File: config.mk
export PLATFORM = sky130hd
export DESIGN_NAME = dest_addr_filter
export DESIGN_NICKNAME = d
export VERILOG_FILES = /design/src/rtl/dafilt_pkg.sv /design/src/rtl/dafilt_capture.sv /design/src/rtl/dafilt_table.sv /design/src/rtl/dafilt_decide.sv /design/src/rtl/dest_addr_filter.sv
export SDC_FILE = /design/constraint.sdc
export NUM_CORES = 1
export LEC_CHECK = 0
export BUFFER_PORTS_ARGS = -buffer_cell sky130_fd_sc_hd__buf_2
export CORE_ASPECT_RATIO = 1.5
export CORE_MARGIN = 2
export CORE_UTILIZATION = 55
export DETAILED_ROUTE_END_ITERATION = 6
export GPL_TIMING_DRIVEN = 0
export PLACE_DENSITY_LB_ADDON = 0.05
export SKIP_LAST_GASP = 1
export SYNTH_ARGS = -nofsm -noshare
export SYNTH_HDL_FRONTEND = slang
export SYNTH_SLANG_ARGS = --single-unit
export TNS_END_PERCENT = 5
File: constraint.sdc
create_clock -name clk -period 3.37 [get_ports clk]
set_input_delay 0.337 -clock clk [delete_from_list [all_inputs] [get_ports clk]]
set_output_delay 0.337 -clock clk [all_outputs]
set_load 0.03 [all_outputs]
File: src/rtl/dafilt_pkg.sv
package dafilt_pkg;
  localparam int ADDR_BYTES = 6;
  localparam int ADDR_W     = ADDR_BYTES * 8;
  localparam int IDX_W      = 6;
  localparam int WORD_W     = 32;
  localparam int TBL_BITS   = 1 << IDX_W;
  localparam int TBL_WORDS  = TBL_BITS / WORD_W;
  localparam int SEL_W      = (TBL_WORDS > 1) ? $clog2(TBL_WORDS) : 1;
  localparam int BIT_W      = $clog2(WORD_W);
  localparam int CNT_W      = $clog2(ADDR_BYTES + 1);
  localparam logic [31:0] CRC_POLY = 32'h04C1_1DB7;
  localparam logic [31:0] CRC_SEED = 32'hFFFF_FFFF;

  // Advance the MSB-first register by one byte fed LSB first.
  function automatic logic [31:0] crc_step_byte(input logic [31:0] c, input logic [7:0] b);
    logic [31:0] r;
    r = c;
    for (int j = 0; j < 8; j++) begin
      if (r[31] ^ b[j]) r = (r << 1) ^ CRC_POLY;
      else              r = r << 1;
    end
    return r;
  endfunction

  // Hash index: upper bits of the inverted register.
  function automatic logic [IDX_W-1:0] hash_index(input logic [31:0] c);
    logic [31:0] f;
    f = ~c;
    return f[31 -: IDX_W];
  endfunction
endpackage

File: src/rtl/dafilt_capture.sv
module dafilt_capture
  import dafilt_pkg::*;
(
  input  logic              clk,
  input  logic              rst_n,
  input  logic              in_start,
  input  logic              in_valid,
  input  logic [7:0]        in_byte,
  output logic              last_w,
  output logic [ADDR_W-1:0] addr_w,
  output logic [IDX_W-1:0]  idx_w
);
  logic [CNT_W-1:0]  cnt_q;
  logic              active_q;
  logic [31:0]       crc_q;
  logic [ADDR_W-1:0] addr_q;

  logic              take_first, take_more, take;
  logic [CNT_W-1:0]  pos;
  logic [31:0]       crc_base, crc_next;

  assign take_first = in_valid & in_start;
  assign take_more  = in_valid & ~in_start & active_q;
  assign take       = take_first | take_more;
  assign pos        = take_first ? '0 : cnt_q;
  assign crc_base   = take_first ? CRC_SEED : crc_q;
  assign crc_next   = crc_step_byte(crc_base, in_byte);
  assign last_w     = take && (pos == CNT_W'(ADDR_BYTES - 1));
  assign idx_w      = hash_index(crc_next);

  genvar gi;
  generate
    for (gi = 0; gi < ADDR_BYTES; gi++) begin : g_byte
      assign addr_w[gi*8 +: 8] = (take && pos == CNT_W'(gi)) ? in_byte : addr_q[gi*8 +: 8];
    end
  endgenerate

  always_ff @(posedge clk or negedge rst_n) begin
    if (!rst_n) begin
      cnt_q    <= '0;
      active_q <= 1'b0;
      crc_q    <= CRC_SEED;
      addr_q   <= '0;
    end else if (take) begin
      crc_q    <= crc_next;
      addr_q   <= addr_w;
      cnt_q    <= last_w ? '0 : pos + CNT_W'(1);
      active_q <= ~last_w;
    end
  end

  AST_CNT_IN_RANGE: assert property (@(posedge clk) disable iff (!rst_n)
    cnt_q < CNT_W'(ADDR_BYTES));
  AST_STRAY_IGNORED: assert property (@(posedge clk) disable iff (!rst_n)
    (!active_q && !(in_valid && in_start)) |=> (!active_q && cnt_q == '0));
endmodule

File: src/rtl/dafilt_table.sv
module dafilt_table
  import dafilt_pkg::*;
(
  input  logic              clk,
  input  logic              rst_n,
  input  logic              wr_en,
  input  logic [SEL_W-1:0]  wr_sel,
  input  logic [WORD_W-1:0] wr_data,
  input  logic [IDX_W-1:0]  rd_idx,
  output logic              rd_bit
);
  logic [TBL_WORDS-1:0][WORD_W-1:0] tbl_q;
  logic [SEL_W-1:0] rd_word;
  logic [BIT_W-1:0] rd_pos;

  always_ff @(posedge clk or negedge rst_n) begin
    if (!rst_n) begin
      tbl_q <= '0;
    end else if (wr_en) begin
      for (int w = 0; w < TBL_WORDS; w++)
        if (wr_sel == SEL_W'(w)) tbl_q[w] <= wr_data;
    end
  end

  assign rd_word = rd_idx[IDX_W-1 -: SEL_W];
  assign rd_pos  = rd_idx[BIT_W-1:0];
  assign rd_bit  = tbl_q[rd_word][rd_pos];

  genvar gw;
  generate
    for (gw = 0; gw < TBL_WORDS; gw++) begin : g_chk
      AST_WORD_WRITE_ONLY: assert property (@(posedge clk) disable iff (!rst_n)
        (tbl_q[gw] != $past(tbl_q[gw])) |-> $past(wr_en && wr_sel == SEL_W'(gw)));
    end
  endgenerate
endmodule

File: src/rtl/dafilt_decide.sv
module dafilt_decide
  import dafilt_pkg::*;
(
  input  logic              clk,
  input  logic              rst_n,
  input  logic              fire,
  input  logic [ADDR_W-1:0] addr_w,
  input  logic [IDX_W-1:0]  idx_w,
  input  logic              tbl_bit,
  input  logic [31:0]       sta_lo,
  input  logic [15:0]       sta_hi,
  input  logic              mc_en,
  output logic              bcast_w,
  output logic              dec_valid,
  output logic              dec_accept,
  output logic              dec_multicast,
  output logic [IDX_W-1:0]  dec_hash_idx
);
  logic mc_w, uc_hit, hit;

  assign mc_w    = addr_w[0];
  assign bcast_w = &addr_w;
  assign uc_hit  = (addr_w == {sta_hi, sta_lo});
  assign hit     = bcast_w | (mc_w ? (mc_en & tbl_bit) : uc_hit);

  always_ff @(posedge clk or negedge rst_n) begin
    if (!rst_n) begin
      dec_valid     <= 1'b0;
      dec_accept    <= 1'b0;
      dec_multicast <= 1'b0;
      dec_hash_idx  <= '0;
    end else begin
      dec_valid <= fire;
      if (fire) begin
        dec_accept    <= hit;
        dec_multicast <= mc_w;
        dec_hash_idx  <= idx_w;
      end
    end
  end
endmodule

File: src/rtl/dest_addr_filter.sv
module dest_addr_filter
  import dafilt_pkg::*;
(
  input  logic        clk,
  input  logic        rst_n,
  input  logic        in_start,
  input  logic        in_valid,
  input  logic [7:0]  in_byte,
  input  logic [31:0] sta_lo,
  input  logic [15:0] sta_hi,
  input  logic        mc_hash_en,
  input  logic        tbl_we,
  input  logic        tbl_sel,
  input  logic [31:0] tbl_wdata,
  output logic        dec_valid,
  output logic        dec_accept,
  output logic        dec_multicast,
  output logic [5:0]  dec_hash_idx
);
  logic              last_w;
  logic [ADDR_W-1:0] addr_w;
  logic [IDX_W-1:0]  idx_w;
  logic              tbl_bit;
  logic              bcast_w;

  dafilt_capture u_cap (
    .clk(clk), .rst_n(rst_n), .in_start(in_start), .in_valid(in_valid),
    .in_byte(in_byte), .last_w(last_w), .addr_w(addr_w), .idx_w(idx_w)
  );

  dafilt_table u_tbl (
    .clk(clk), .rst_n(rst_n), .wr_en(tbl_we), .wr_sel(SEL_W'(tbl_sel)),
    .wr_data(tbl_wdata), .rd_idx(idx_w), .rd_bit(tbl_bit)
  );

  dafilt_decide u_dec (
    .clk(clk), .rst_n(rst_n), .fire(last_w), .addr_w(addr_w), .idx_w(idx_w),
    .tbl_bit(tbl_bit), .sta_lo(sta_lo), .sta_hi(sta_hi), .mc_en(mc_hash_en),
    .bcast_w(bcast_w), .dec_valid(dec_valid), .dec_accept(dec_accept),
    .dec_multicast(dec_multicast), .dec_hash_idx(dec_hash_idx)
  );

  AST_DECISION_FOLLOWS_LAST: assert property (@(posedge clk) disable iff (!rst_n)
    last_w |=> dec_valid);
  AST_DECISION_HAS_CAUSE: assert property (@(posedge clk) disable iff (!rst_n)
    dec_valid |-> $past(last_w));
  AST_BCAST_KEPT: assert property (@(posedge clk) disable iff (!rst_n)
    (last_w && bcast_w) |=> dec_accept);
  AST_MC_NEEDS_ENABLE: assert property (@(posedge clk) disable iff (!rst_n)
    (last_w && !bcast_w && !mc_hash_en && addr_w[0]) |=> !dec_accept);
endmodule

==> results of run 1 <==
[cell usage after synthesis, types with 13 or more instances]
| master | n | area [um2] |
|---|---|---|
| dfrtp_1 | 125 | 3130 |
| nand2_1 | 120 | 450 |
| xnor2_1 | 85 | 744 |
| mux2_2 | 76 | 856 |
| o21ai_0 | 59 | 295 |
| nor2_1 | 40 | 150 |
| xor2_1 | 36 | 315 |
| clkbuf_1 | 34 | 128 |
| dfstp_2 | 32 | 841 |
| inv_1 | 32 | 120 |
| a21oi_1 | 26 | 130 |
| nor3_1 | 19 | 95.1 |
| mux2i_1 | 15 | 150 |
| buf_2 | 14 | 70.1 |
| nand3_1 | 13 | 65.1 |
| nand4_1 | 13 | 81.3 |
[metrics by stage]
stage / cells / TNS [ps]
detailed placement: 1242 / -660
finish: 1277 / 0
global placement: 1241 / -60150
global route: 1277 / 0
CTS: 1275 / 0
floorplan: 935 / 0
[routing by layer]
layer / share of wire / wire, um / vias up / GRT usage
met5: 0 / 0 / - / 0
met4: 0.072 / 2040 / 0 / 0.238
met3: 0.051 / 1450 / 120 / 0.0626
met2: 0.50 / 14300 / 298 / 0.548
met1: 0.37 / 10600 / 3817 / 0.374
li1: - / - / 3526 / -
[worst max path at each step]
| stage | startpoint | end | depth (start not counted) |
|---|---|---|---|
| floorplan | in_start | u_dec.dec_accept | 15 |
| global placement | in_start | u_dec.dec_accept | 14 |
| detailed placement | in_start | u_dec.dec_accept | 14 |
| CTS | u_cap.crc_q[24] | u_dec.dec_accept | 10 |
| finish | u_cap.cnt_q[0] | u_dec.dec_accept | 10 |
| global route | u_cap.cnt_q[2] | u_dec.dec_accept | 10 |
[worst max-delay path, stage by stage, from the launching register on]
cell and delay (ps):
dfrtp_1 360, buf_2 180, nor4b_4 520, or4b_1 180, o211ai_1 90, or4_1 550, nor4b_1 430, nor4b_2 350
nand4_1 190, o21a_1 250, o31ai_1 80
[layout by cell type (no fill, tap or decap), types with 11 or more instances in the layout]
| cell | n |
|---|---|
| a21oi_1 | 26 |
| nor2b_1 | 11 |
| mux2i_1 | 15 |
| o21ai_0 | 58 |
| nor2_1 | 40 |
| nand2_1 | 120 |
| clkbuf_1 | 32 |
| xor2_1 | 34 |
| buf_2 | 107 |
| inv_1 | 32 |
| nand3_1 | 13 |
| clkbuf_16 | 17 |
| dfrtp_1 | 125 |
| dfstp_2 | 32 |
| xnor2_1 | 83 |
| nand4_1 | 13 |
| nor3_1 | 19 |
| o21ai_1 | 13 |
| mux2_2 | 76 |
[flip-flops by register name, summed over array words and instances (netlist names)]
| register | flops |
|---|---|
| u_dec.dec_hash_idx | 6 |
| u_dec.dec_valid | 1 |
| u_cap.cnt_q | 3 |
| u_cap.addr_q | 48 |
| u_cap.active_q | 1 |
| u_tbl.tbl_q | 64 |
| u_cap.crc_q | 32 |
| u_dec.dec_multicast | 1 |
| u_dec.dec_accept | 1 |
[area by class of cell]
cell class | instances | area [um2]
inverter | 33 | 124
multi-input combinational | 683 | 5000
fill | 1430 | 5880
tap | 210 | 263
clock inverter | 15 | 186
clock buffer | 17 | 425
buffer | 62 | 297
timing repair buffer | 100 | 543
sequential | 157 | 3970
[power by group]
group          internal [mW]  total, mW  leakage [nW]  switching (mW)
Sequential              2.67       3.12          1.85           0.456
Clock                   1.01       1.98         0.297           0.965
Combinational           2.56       6.09          2.53            3.53
[repair_timing]
action	in CTS	in global routing
gates resized for setup	4	11
endpoints found under the hold margin	74	0
endpoints found under the setup margin	1	1
hold buffers	1	0
buffers inserted	0	2
pin swaps	0	1
[logic make-up after synthesis]
family,share of synthesized area
buffers and inverters,0.0433
muxes,0.138
and+or+nand+nor,0.144
DFF,0.426
xor gates and xnor gates,0.130
adders and majority gates,0.00134
AOI/OAI and AO/OA,0.117
==> qor.yml, run 1 <==
detailed_routing:
  vias: 7761
  drt_pass1_iterations: 6
  viasPerCell: 6.08
  drc: 0
  routedWlPerCell_um: 22.2
  wl_mm: 28.4
  drt_iter0_markers: 564
  postRouteAntennaNets: 0
critical_path:
  rrSetupSlack_ps: 80
  r2r_cells: 10
  crit_type: "reg -> reg"
  crit_path_max_fanout: 10
  arrival_ps: 3630
  crit_required_ps: 3710
  rr_endpoint: "u_dec.dec_accept"
  critPathLaunchType: "flip-flop"
  r2r-start: "u_cap.cnt_q[0]"
  critPathCaptureType: "flip-flop"
synthesis:
  synth_edf_count: 0
  yosysWarnings: 0
  synth_area_mm2: 0.00933
  syn-num-nets: 1031
  synth_seq_cells: 157
  synth_area_per_cell_um2: 9.97
  ys_types: 74
  ys.flop_type: "dfrtp_1"
  synthArstFlopShare: 1.00
  synthCells: 935
  ys_seq_area_frac: 0.426
worst_hold_path:
  min_path_cells: 2
  whs_endpoint: "u_tbl.tbl_q[58]"
  hp-class: "in -> reg"
  min_from: "tbl_wdata[26]"
sta:
  hold_violations: 0
  finalSetupViolations: 0
  slew_headroom: 0.303
  fin_ws_ps: 84.5
  rsz0062_at_grt: "false"
  tightest_slew_ps: 1040
  slew_viol_final: 0
  fin_crit_ps: 3290
  max_freq_mhz: 304
  fin_skew_ps: 10.9
  period_share: 0.975
  holdWs_ps: 126
placement:
  placed_area_mm2: 0.0101
  dp_slack_ps: -660
  gp_congestion: 0.994
  buffer_ports.inserted: 96
  dp_hpwl_mm: 21.0
cts:
  cts_tree: "done"
  clkSlewWorstSetupHoldPaths_ps: 80
  cts.sinks: 157
  clockBufferDepth: 2
  cts_max_level: 4
  cts_root_buf: "clkbuf_16"
  clock_latency_ps: 440
  numCtsBuffers: 17
global_route:
  grt_max_degree: 84
  grt_pass1_vias: 7911
  antenna_found_initial: 0
  grt_pass1_wl_mm: 43.6
  grt_use_total: 0.331
  grt_overflow: 0
finish:
  drive_gt1_frac: 0.276
  final_area_mm2: 0.0108
  utilization: 0.648
  fin_nets: 1150
  diodes: 0
  area_growth_pct: 15.9
pwr:
  cellPowerDensity_mw_per_mm2: 1040
  ir_worst_vdd_mv: 0.770
  power_mw: 11.2
  p_leak_nw: 4.68
floorplanning:
  core_area_mm2: 0.0167
  dieArea_mm2: 0.0180
  io_pins: 104
  start_util: 0.559
  rows: 58
  die_height_um: 163
  die_x_um: 110
flow_run:
  cap_violations: 0
run_status:
  status: "finished clean"
(Power assumes the default switching activity.)
==> run 2, diff against run 1 <==
Clock period 3.37 ns to 4 ns, I/O delays scaled along.
==> qor.yml, run 2 (synthesized netlist as in run 1, its figures left out) <==
sta:
  slew_headroom: 0.316  # +0.0136
  holdWs_ps: 191  # +64.5 ps
  fin_skew_ps: 9.50  # -1.35 ps
  hold_violations: 0  # unchanged
  period_share: 0.921
  rsz0062_at_grt: "false"
  finalSetupViolations: 0  # unchanged
  max_freq_mhz: 271
  tightest_slew_ps: 1020  # -20.3 ps
  fin_ws_ps: 317  # +232 ps
  slew_viol_final: 0  # unchanged
  fin_setup_tns_ps: 0  # unchanged
  fin_crit_ps: 3680
floorplanning:
  start_util: 0.559  # unchanged
  dieArea_mm2: 0.0180  # unchanged
  die_x_um: 110  # unchanged
  io_pins: 104  # unchanged
  rows: 58  # unchanged
  core_area_mm2: 0.0167  # unchanged
  die_height_um: 163  # unchanged
cts:
  cts_tree: "done"
  clock_latency_ps: 440  # about the same
  cts.sinks: 157  # unchanged
  cts_max_level: 4  # unchanged
  clkSlewWorstSetupHoldPaths_ps: 80  # about the same
  cts_setup_buffers: 0  # unchanged
  numCtsBuffers: 17  # unchanged
  clockBufferDepth: 2  # unchanged
  cts_root_buf: "clkbuf_16"
pwr:
  internal_power_mw: 5.21  # -16%
  power_switching_mw: 4.12  # -17%
  cellPowerDensity_mw_per_mm2: 869  # -16%
  ir_worst_vdd_mv: 0.646  # -16%
  seqPwrFrac: 0.282  # +0.003
  combPwrFrac: 0.541  # -0.003
  p_leak_nw: 4.64  # -0.76%
  switching_share: 0.441  # -0.000845
  clkPwrFrac: 0.178  # about the same
detailed_routing:
  viasPerCell: 6.07  # -0.20%
  drt_iter0_markers: 551  # -2.3%
  routedWlPerCell_um: 22.2  # about the same
  postRouteAntennaNets: 0  # unchanged
  wl_mm: 28.3  # -0.17%
  vias: 7733  # -0.36%
  drc: 0  # unchanged
  drt_pass1_iterations: 5  # -1
finish:
  final_common_cell: "dfrtp_1"
  top_register: "u_tbl.tbl_q"
  final_area_mm2: 0.0107  # -0.69%
  largest_register_ffs: 64  # unchanged
  drive_gt1_frac: 0.268  # -0.00793
  utilization: 0.643  # -0.00450
  diodes: 0  # unchanged
  reg.largest.list: "u_tbl.tbl_q x64, u_cap.addr_q x48, u_cap.crc_q x32"
  area_growth_pct: 15.1
  final_cell_mix: "dfrtp_1, nand2_1, buf_2"
  fin_nets: 1148  # -0.17%
critical_path:
  arrival_ps: 4020  # +390 ps
  rrSetupSlack_ps: 490  # +410 ps
  crit_type: "in -> reg"
  path_buf_inv: 4  # +3
  r2r-start: "u_cap.cnt_q[0]"
  crit_slowest_cell: "nor4_2"
  crit_path_max_fanout: 10  # unchanged
  critPathCaptureType: "flip-flop"
  path_cells: "buf_2, buf_2, nand2_1, clkbuf_1, and3_1, ha_1, o211ai_1, clkbuf_1, nand2_1, o21ai_1, xor2_1, nor4_2, nand4_1, o21a_1, o31ai_1"
  r2r_cells: 10  # unchanged
  crit_family: "simple AND/OR/NAND/NOR gates"
  critPathMaxStageDelay_ps: 630  # +80 ps
  rr_endpoint: "u_dec.dec_accept"
  critPathLaunchType: "input port"
  crit_start: "in_start"
  crit_required_ps: 4340  # +630 ps
global_route:
  grt_use_total: 0.331  # about the same
  antenna_found_initial: 0  # unchanged
  grt_pass1_vias: 7911  # unchanged
  grt_pass1_wl_mm: 43.6  # about the same
  grt_overflow: 0  # unchanged
  grt_max_degree: 84  # unchanged
worst_hold_path:
  whs_endpoint: "u_tbl.tbl_q[23]"
  min_path_cells: 2  # unchanged
  min_from: "tbl_wdata[23]"
  hp-class: "in -> reg"
run_status:
  status: "finished clean"
flow_run:
  cap_violations: 0  # unchanged
placement:
  gp_congestion: 0.994  # unchanged
  buffer_ports.inserted: 96  # unchanged
  placed_area_mm2: 0.0101  # unchanged
  dp_slack_ps: -93.0  # +567 ps
  dp_hpwl_mm: 21.0  # unchanged
-- run 2: cell types whose count changed in the layout (fill, tap and decap cells not counted), moves of 2 or more --
cell / change
buf_2: +2
clkbuf_4: -2
xor2_2: -2
buf_4: -2
xnor2_1: +2
xnor2_2: -2
xor2_1: +2
clkbuf_1: +2
-- run 2: area by class of cell --
cell class              instances  area (um2)
fillers                      1446        5960
plain buffers                  62         280
repair buffers                 98         528
flip-flops and latches        157        3970
clock inverters                15         186
multi-input cells             683        4960
well taps                     210         263
inverters                      33         124
clock buffers                  17         425
-- run 2: metal layers --
layer | vias to the layer above | part of all wire | wire (um) | track usage
met5 | - | 0 | 0 | 0
met4 | 0 | 0.072 | 2050 | 0.238
li1 | 3521 | - | - | -
met2 | 307 | 0.50 | 14200 | 0.548
met3 | 116 | 0.050 | 1430 | 0.0626
met1 | 3789 | 0.38 | 10600 | 0.375
-- run 2: worst reg2reg max path: cells and delay by family (launching register included) --
kind | cells | cell delay [ps]
DFF | 1 | 360
and+or+nand+nor | 4 | 1350
AOI/OAI and AO/OA | 4 | 1130
buffers and inverters | 2 | 570
-- run 2: through the flow --
stage               std cells  power [mW]
floorplan                 935        6.29
global placement         1241        7.54
detailed placement       1242        7.63
CTS                      1275        9.32
global route             1275        9.95
finish                   1275        9.33
-- run 2: how the worst max path moves through the flow --
stage | end | cells after the start
final | u_dec.dec_accept | 15
after floorplan | u_dec.dec_accept | 15
after detailed placement | u_dec.dec_accept | 14
after global placement | u_dec.dec_accept | 14
after CTS | u_dec.dec_accept | 15
after global routing | u_dec.dec_accept | 15
-- run 2: what timing repair did --
action	4_1_cts	5_1_grt
resized for setup	0	1
hold buffers	1	0
endpoints found under the setup margin	0	1
hold endpoints to repair	74	0
-- run 2: power groups by stage --
stage	Combinational, mW	Sequential [mW]	Clock [mW]
after floorplan	3.70	2.59	0
after global placement	4.91	2.63	0
after detailed placement	4.99	2.64	0
after CTS	5.02	2.62	1.68
after global routing	5.51	2.69	1.75
final	5.04	2.63	1.66
==> run 3, diff against run 2 <==
Settings changed: ABC_AREA from default to 1, CORE_ASPECT_RATIO 1.5 to 0.5.
Clock period 4 ns to 3.7 ns, I/O delays scaled along.
==> qor.yml, run 3 <==
run_status:
  status: "finished clean"
global_route:
  grt_pass1_wl_mm: 39.2  # -10%
  grt_pass1_vias: 7686  # -2.8%
  antenna_found_initial: 0  # unchanged
  grt_overflow: 0  # unchanged
  grt_use_total: 0.296  # -0.0351
  grt_max_degree: 93  # +11%
critical_path:
  rrSetupSlack_ps: 1040  # +550 ps
  crit_path_max_fanout: 7  # -3
  rr_endpoint: "u_dec.dec_accept"
  crit_required_ps: 4060  # -280 ps
  r2r_cells: 14  # +4
  critPathLaunchType: "flip-flop"
  crit_type: "reg -> reg"
  arrival_ps: 3020  # -1000 ps
  critPathCaptureType: "flip-flop"
  r2r-start: "u_cap.cnt_q[1]"
pwr:
  cellPowerDensity_mw_per_mm2: 854  # -1.8%
  switching_share: 0.438  # -0.00303
  seqPwrFrac: 0.304  # +0.022
  ir_worst_vdd_mv: 0.415  # -36%
  p_leak_nw: 5.29  # +14%
  power_switching_mw: 3.85  # -6.4%
  combPwrFrac: 0.496  # -0.045
  power_mw: 8.79  # -5.8%
  clkPwrFrac: 0.201  # +0.023
  internal_power_mw: 4.94  # -5.3%
floorplanning:
  dieArea_mm2: 0.0173  # -4.3%
  io_pins: 104  # unchanged
  die_height_um: 93.9  # -43%
  core_area_mm2: 0.0156  # -6.4%
  die_x_um: 184  # +67%
  start_util: 0.569  # +0.0108
  rows: 32  # -45%
cts:
  numCtsBuffers: 17  # unchanged
  cts_root_buf: "clkbuf_16"
  clockBufferDepth: 2  # unchanged
  clock_latency_ps: 430  # about the same
  clkSlewWorstSetupHoldPaths_ps: 70  # about the same
  cts.sinks: 157  # unchanged
  cts_resized: 0  # unchanged
  cts_setup_buffers: 0  # unchanged
  cts_max_level: 4  # unchanged
  cts_hold_buf: 1  # unchanged
  cts_tree: "done"
finish:
  drive_gt1_frac: 0.203  # -0.0646
  largest_register_ffs: 64  # unchanged
  reg.largest.list: "u_tbl.tbl_q x64, u_cap.addr_q x48, u_cap.crc_q x32"
  top_register: "u_tbl.tbl_q"
  area_growth_pct: 15.8
  diodes: 0  # unchanged
  final_common_cell: "nand2_1"
  fin_nets: 1344  # +17%
  final_cell_mix: "nand2_1, inv_1, dfrtp_1"
detailed_routing:
  wl_mm: 23.7  # -16%
  postRouteAntennaNets: 0  # unchanged
  drt_pass1_iterations: 5  # unchanged
  viasPerCell: 5.35  # -12%
  drc: 0  # unchanged
  drt_iter0_markers: 612  # +11%
  routedWlPerCell_um: 16.2  # -27%
  vias: 7837  # +1.3%
sta:
  fin_skew_ps: 9.96  # +0.453 ps
  period_share: 0.719
  slew_headroom: 0.560  # +0.243
  fin_crit_ps: 2660
  tightest_slew_ps: 656  # -362 ps
  fin_setup_tns_ps: 0  # unchanged
  max_freq_mhz: 376
  slew_viol_final: 0  # unchanged
  finalSetupViolations: 0  # unchanged
  hold_violations: 0  # unchanged
  rsz0062_at_grt: "false"
synthesis:
  syn-num-nets: 1220  # +18%
  synth_top_area_cell: "dfrtp_1"
  synth_area_per_cell_um2: 7.91  # -21%
  ys_seq_area_frac: 0.446  # +0.0207
  synth_seq_cells: 157  # unchanged
  yosysMostFrequentCell: "nand2_1"
  synth_area_mm2: 0.00889  # -4.6%
  synth.area.top_cells: "dfrtp_1, nand2_1, dfstp_2"
  synth_top_cell_area_share: 0.352  # +0.0163
  synthCells: 1124  # +20%
  synth_edf_count: 0  # unchanged
  ys_types: 50  # -32%
  ys.flop_type: "dfrtp_1"
  synth_common_cells: "nand2_1, inv_1, dfrtp_1, o21ai_0, nand3_1"
  synthArstFlopShare: 1.00  # unchanged
  yosysWarnings: 0  # unchanged
placement:
  dp_hpwl_mm: 17.3  # -18%
  gp_congestion: 0.909  # -8.6%
  buffer_ports.inserted: 103  # +7.3%
worst_hold_path:
  hp-class: "in -> reg"
  min_from: "tbl_wdata[27]"
  whs_endpoint: "u_tbl.tbl_q[27]"
  min_path_cells: 3  # +1
flow_run:
  cap_violations: 0  # unchanged
run 3: cell count changes in the layout (fill, tap and decap cells not counted), sizes merged, moves of 10 or more:
| cell | before | now |
|---|---|---|
| nor2b | 11 | 0 |
| mux2i | 15 | 0 |
| mux2 | 85 | 0 |
| nand3 | 13 | 62 |
| inv | 41 | 166 |
| nor3 | 19 | 5 |
| o21ai | 71 | 167 |
| xnor2 | 92 | 29 |
| nand2 | 121 | 346 |
| nand2b | 10 | 0 |
| a21oi | 26 | 3 |
| nor2 | 40 | 56 |
| clkbuf | 51 | 38 |
run 3: cell type report:
| type | instances | area [um2] |
|---|---|---|
| Buffer | 40 | 258 |
| Clock buffer | 18 | 439 |
| Clock inverter | 14 | 149 |
| Fill cell | 1422 | 5320 |
| Inverter | 157 | 592 |
| Multi-Input combinational cell | 770 | 4070 |
| Sequential cell | 157 | 3970 |
| Tap cell | 204 | 255 |
| Timing Repair Buffer | 105 | 559 |
run 3: layer usage:
layer	vias to the layer above	wire length, um	GRT usage
li1	3801	-	-
met1	3727	11000	0.404
met2	272	10900	0.490
met3	37	1350	0.0481
met4	0	473	0.0900
met5	-	0	0
run 3: worst max path at each step:
stage,to,depth (start not counted),startpoint,slack [ps]
6_report,u_dec.dec_accept,14,u_cap.cnt_q[1],1040
5_1_grt,u_dec.dec_accept,14,u_cap.cnt_q[1],800
4_1_cts,u_dec.dec_accept,14,u_cap.cnt_q[1],1040
3_5_place_dp,u_dec.dec_accept,17,in_valid,710
3_3_place_gp,u_tbl.tbl_q[25],1,rst_n,-70
2_1_floorplan,u_dec.dec_accept,16,in_valid,1510
run 3: kinds of logic after synthesis:
| logic type | synth area share |
|---|---|
| simple gates | 0.254 |
| flops | 0.446 |
| compound gates | 0.119 |
| fa+ha+maj | 0.00141 |
| xor+xnor | 0.0832 |
| buf+inv | 0.0955 |
run 3: through the flow:
step	hold WS (ps)	util	worst slack, ps	instances	cell area [um2]
after floorplan	74.4	-	1510	1124	8890
after global placement	458	0.619	-68.1	1431	9660
after detailed placement	403	0.621	712	1432	9700
after CTS	196	0.659	1040	1465	10300
after global routing	216	0.659	802	1465	10300
final	196	0.659	1040	1465	10300
run 3: power by group through the flow:
stage / logic, mW / clock network [mW] / registers [mW]
floorplan: 3.16 / 0 / 2.71
global placement: 4.22 / 0 / 2.67
detailed placement: 4.30 / 0 / 2.69
CTS: 4.34 / 1.78 / 2.66
global route: 4.90 / 1.86 / 2.73
finish: 4.36 / 1.76 / 2.67
run 3: critical path: stages, from the launching register on:
cell and delay [ps]:
dfrtp_1 490, inv_1 130, nor2_1 140, ha_1 210, nand2_4 80, o21ai_0 470
xnor2_1 180, nand2_1 60, nor2_1 150, nand3b_1 90, nor2_1 120, nand2_1 80
nor2_1 110, a21oi_1 130, a21oi_2 150
